===== config.mk =====
export PLATFORM = sky130hd
export DESIGN_NAME = rst_hold_timer
export DESIGN_NICKNAME = d
export VERILOG_FILES = /design/src/rtl/rst_hold_timer.sv
export SDC_FILE = /design/constraint.sdc
export NUM_CORES = 1
export LEC_CHECK = 0
export ABC_AREA = 1
export ABC_CLOCK_PERIOD_IN_PS = 2000
export BUFFER_PORTS_ARGS = -buffer_cell sky130_fd_sc_hd__buf_2
export CAP_MARGIN = 25
export CORE_ASPECT_RATIO = 1.5
export CORE_MARGIN = 4
export CORE_UTILIZATION = 25
export DETAILED_ROUTE_END_ITERATION = 10
export PLACE_DENSITY_LB_ADDON = 0.12
export SLEW_MARGIN = 20
export SYNTH_ARGS = -nofsm -noshare
export SYNTH_HDL_FRONTEND = slang
export SYNTH_SLANG_ARGS = --single-unit

===== constraint.sdc =====
create_clock -name clk -period 2 [get_ports clk]
set_input_delay 0.2 -clock clk [delete_from_list [all_inputs] [get_ports clk]]
set_output_delay 0.2 -clock clk [all_outputs]
set_load 0.02 [all_outputs]

===== src/rtl/rst_hold_timer.sv =====
module rst_hold_timer #(
  parameter int CNT_W   = 29,
  parameter int CLR_BIT = 31
) (
  input  logic        clk,
  input  logic        por_n,
  input  logic        btn_n,
  input  logic        wr_en,
  input  logic [31:0] wr_data,
  output logic [31:0] rd_data
);
  localparam logic [CNT_W-1:0] CNT_MAX = {CNT_W{1'b1}};

  logic [1:0]       sync_q;
  logic [CNT_W-1:0] cnt_q;
  logic             held_low, clr, at_max;

  assign held_low = ~sync_q[1];
  assign clr      = wr_en & wr_data[CLR_BIT];
  assign at_max   = (cnt_q == CNT_MAX);

  always_ff @(posedge clk or negedge por_n)
    if (!por_n) sync_q <= 2'b11;
    else        sync_q <= {sync_q[0], btn_n};

  always_ff @(posedge clk or negedge por_n)
    if (!por_n)                  cnt_q <= '0;
    else if (clr)                cnt_q <= '0;
    else if (held_low && !at_max) cnt_q <= cnt_q + 1'b1;

  assign rd_data = {{(32-CNT_W){1'b0}}, cnt_q};

  assert_step_R1: assert property (@(posedge clk) disable iff (!por_n)
    (held_low && !at_max && !clr) |=> (cnt_q == $past(cnt_q) + 1'b1));
  assert_no_wrap_R3: assert property (@(posedge clk) disable iff (!por_n)
    (at_max && !clr) |=> at_max);
  assert_clear_R4_R9: assert property (@(posedge clk) disable iff (!por_n)
    clr |=> (cnt_q == '0));
  assert_hold_R6: assert property (@(posedge clk) disable iff (!por_n)
    (!held_low && !clr) |=> $stable(cnt_q));
  assert_upper_zero_R8: assert property (@(posedge clk) disable iff (!por_n)
    rd_data[31:CNT_W] == '0);
endmodule


==> impl_metrics.py <==
metrics = {
    "setup_path": {
        "critPathCapture": "cnt_q[25]$_DFFE_PN0P_",
        "path_buf_inv": 2,
        "start_kind": "flip-flop",
        "crit_fanout": 15,
        "path_depth": 10,
        "r2r-end": "cnt_q[25]$_DFFE_PN0P_",
        "required_ns": 2.20,
        "startpoint": "cnt_q[0]$_DFFE_PN0P_",
        "path_cells": "ha_2, nand3_1, inv_2, nand2_4, nor2_8, nand2_4, nand2_4, buf_12, nand3_1, o21ai_1",
        "slowest_stage": "dfrtp_1",
        "worst-setup-path-type": "flip-flop to flip-flop",
        "ff2ff_setup_slack_ns": 0.21,
        "endpoint_kind": "flip-flop",
        "worstPathArrival_ns": 1.99,
        "cp_common_cell": "nand2_4",
        "cpPeakStageDelay_ns": 0.41,
        "critical-path-top-delay-family": "simple AND/OR/NAND/NOR gates",
        "r2r_start": "cnt_q[0]$_DFFE_PN0P_",
        "worstRegToRegCells": 10,
    },
    "routing": {
        "wl_per_cell_um": 13.7,
        "viasPerCell": 4.45,
        "drcViolationCount": 0,
        "initialDrtViolationCount": 81,
        "ant_nets": 0,
        "firstDrtPassIters": 4,
        "via_count": 2033,
        "drt-total-wl_um": 6250,
    },
    "pwr": {
        "swShare_pct": 25.9,
        "p_seq_share_pct": 42.9,
        "p_comb_share_pct": 9.9,
        "clockPowerShare_pct": 47.2,
        "powerDensity_nw_per_um2": 596,
        "ir_drop_mv": 0.323,
        "p_int_mw": 1.15,
        "switchingPower_mw": 0.403,
        "total_power_mw": 1.56,
        "power_leakage_nw": 1.22,
    },
    "sta": {
        "slew_violations": 0,
        "fin_crit_ns": 1.79,
        "worst_pin_slew_ns": 0.742,
        "finClkSkew_ns": 0.00671,
        "fmax_ghz": 0.559,
        "whs_ns": -0.0206,
        "finalSetupViolCount": 0,
        "totalNegativeSetupSlack_ns": 0,
        "setup_slack_ns": 0.211,
        "finalCritPeriodShare_pct": 89.5,
        "timing.slew.headroom_pct": 50.5,
        "rsz0062_at_grt": "false",
        "hold_viol": 20,
    },
    "logic_synthesis": {
        "ys_seq_area_share_pct": 37.4,
        "synth-compound-area-share_pct": 7.09,
        "synth_async_sr_flop_share_pct": 100,
        "synth_top_family_by_area": "simple AND/OR/NAND/NOR gates",
        "ys_ff_latch": 31,
        "synth_simple_gate_area_share_pct": 42.9,
        "synth_xor_area_share_pct": 3.78,
        "synth_edf_count": 0,
        "avgSynthCellArea_um2": 6.94,
        "synth_area_um2": 2080,
        "ys.flop_type": "dfrtp_1",
        "yosys-mux-area-fraction_pct": 0,
        "netlist_instances": 300,
        "ys_warn_count": 0,
        "yosys.area_share.adder_pct": 0.601,
        "synthDistinctLibCells": 27,
    },
    "die": {
        "die_w_um": 82.5,
        "initial_core_util_pct": 25.9,
        "rows": 40,
        "core-area_um2": 8060,
        "die_y_um": 120,
        "dieArea_um2": 9890,
        "pin_count": 68,
    },
    "cts": {
        "htree_levels": 2,
        "numCtsBuffers": 5,
        "cts.reportedPaths.clkPinSlew_ns": 0.06,
        "clockBufferDepth": 2,
        "ctsResizeCount": 0,
        "root_buffer": "clkbuf_16",
        "clock-sinks": 31,
        "postCtsSetupBuffers": 0,
        "cts-hold-fix-buffers": 0,
        "cts_tree": "yes",
        "insertion_delay_ns": 0.28,
    },
    "finish": {
        "area_growth_pct": 25.3,
        "multi_input_comb_area_um2": 1150,
        "fill_cells": 902,
        "fin_util_pct": 32.4,
        "layout_commonest_cell": "nand2_1",
        "layout-drive-gt1-share_pct": 22.4,
        "nets": 388,
        "regArea_um2": 778,
        "final_cell_mix": "102 x nand2_1, 41 x nand3_1, 33 x nor2_1, 33 x buf_2, 29 x dfrtp_1",
        "final_area_um2": 2610,
        "stdcell_count": 457,
        "insertedDiodeCount": 0,
    },
    "place": {
        "placed_cell_area_um2": 2470,
        "place_congestion": 0.805,
        "hpwl_um": 4850,
        "numPortBuffers": 33,
        "dpl.cell_count": 449,
        "pre_cts_ws_ns": 0.193,
    },
    "run_status": {
        "failed_checks": "hold timing",
        "status": "finished with violations",
    },
    "run": {
        "maxCapViolCount": 0,
    },
    "global_routing": {
        "grt_start_max_net_pins": 32,
        "gr-usage-all-layers_pct": 14.2,
        "grt_pass1_vias": 2064,
        "grt_antenna_before_repair": 0,
        "grt_pass1_wl_um": 10500,
        "use_met3_pct": 2.63,
        "globalRouteMet1Util_pct": 17.0,
        "met2_usage_pct": 25.1,
        "busiest_layer": "met2",
        "overflow": 0,
    },
    "min_path": {
        "min_path_type": "input port to asynchronous set/reset pin",
    },
}
-- cell type report --
class                      instances  share of cell area (%)
tap                              105                    5.03
timing repair buffer              53                    12.6
sequential                        31                    29.8
inverter                          23                    3.31
clock buffer                       6                    4.94
clock inverter                     2                   0.479
multi-input combinational        237                    43.9
-- layer usage --
| metal | vias to the layer above | wire, um |
|---|---|---|
| li1 | 1049 | - |
| met1 | 933 | 2490 |
| met2 | 45 | 3420 |
| met3 | 6 | 257 |
| met4 | 0 | 85 |
| met5 | - | 0 |
-- state kept, by name, indices dropped and copies added, names as in the netlist --
register	cells
cnt_q	29
sync_q	2
-- power by group through the flow --
stage	Combinational, mW	Sequential, mW	Clock, mW
finish	0.155	0.668	0.734
global placement	0.160	0.678	0
CTS	0.159	0.668	0.758
detailed placement	0.158	0.678	0
floorplan	0.0854	0.694	0
global route	0.175	0.672	0.789
-- cell usage after synthesis (2+ instances only) --
| cell type | number | area, um^2 |
|---|---|---|
| nand2_1 | 102 | 383 |
| nand3_1 | 41 | 205 |
| nor2_1 | 33 | 124 |
| dfrtp_1 | 29 | 726 |
| inv_1 | 22 | 82.6 |
| o21ai_1 | 20 | 100 |
| xnor2_1 | 6 | 52.6 |
| buf_4 | 5 | 37.5 |
| nand2_2 | 4 | 25.0 |
| o21bai_1 | 4 | 30.0 |
| buf_6 | 3 | 33.8 |
| clkbuf_1 | 3 | 11.3 |
| nand2_4 | 3 | 33.8 |
| nor2_2 | 3 | 18.8 |
| nor2_4 | 3 | 33.8 |
| xor2_1 | 3 | 26.3 |
| and2_1 | 2 | 12.5 |
| dfstp_2 | 2 | 52.6 |
| nand3b_1 | 2 | 15.0 |
| nand4_1 | 2 | 12.5 |
| o21ai_0 | 2 | 10.0 |
-- how the worst min path moves through the flow --
stage	startpoint	end	slack [ns]
after global routing	btn_n	sync_q[0]$_DFF_PN1_	0.01
after floorplan	por_n	cnt_q[0]$_DFFE_PN0P_	-0.1
after detailed placement	btn_n	sync_q[0]$_DFF_PN1_	0.31
final	por_n	cnt_q[8]$_DFFE_PN0P_	-0.02
after CTS	btn_n	sync_q[0]$_DFF_PN1_	0.01
after global placement	btn_n	sync_q[0]$_DFF_PN1_	0.30
-- worst reg2reg max path, cell delays in order (launching register included) --
cell	delay, ns
dfrtp_1	0.41
ha_2	0.23
nand3_1	0.10
inv_2	0.10
nand2_4	0.10
nor2_8	0.17
nand2_4	0.09
nand2_4	0.18
buf_12	0.17
nand3_1	0.08
o21ai_1	0.07
-- logic make-up (layout without fill, tap and decap cells) --
| logic type | after synthesis | after routing |
|---|---|---|
| xor+xnor | 9 | 9 |
| simple gates | 197 | 197 |
| other cells | 1 | 3 |
| fa+ha+maj | 1 | 1 |
| flops | 31 | 31 |
| compound gates | 27 | 27 |
| buf+inv | 34 | 84 |
Power figures use the tool's default switching activity.
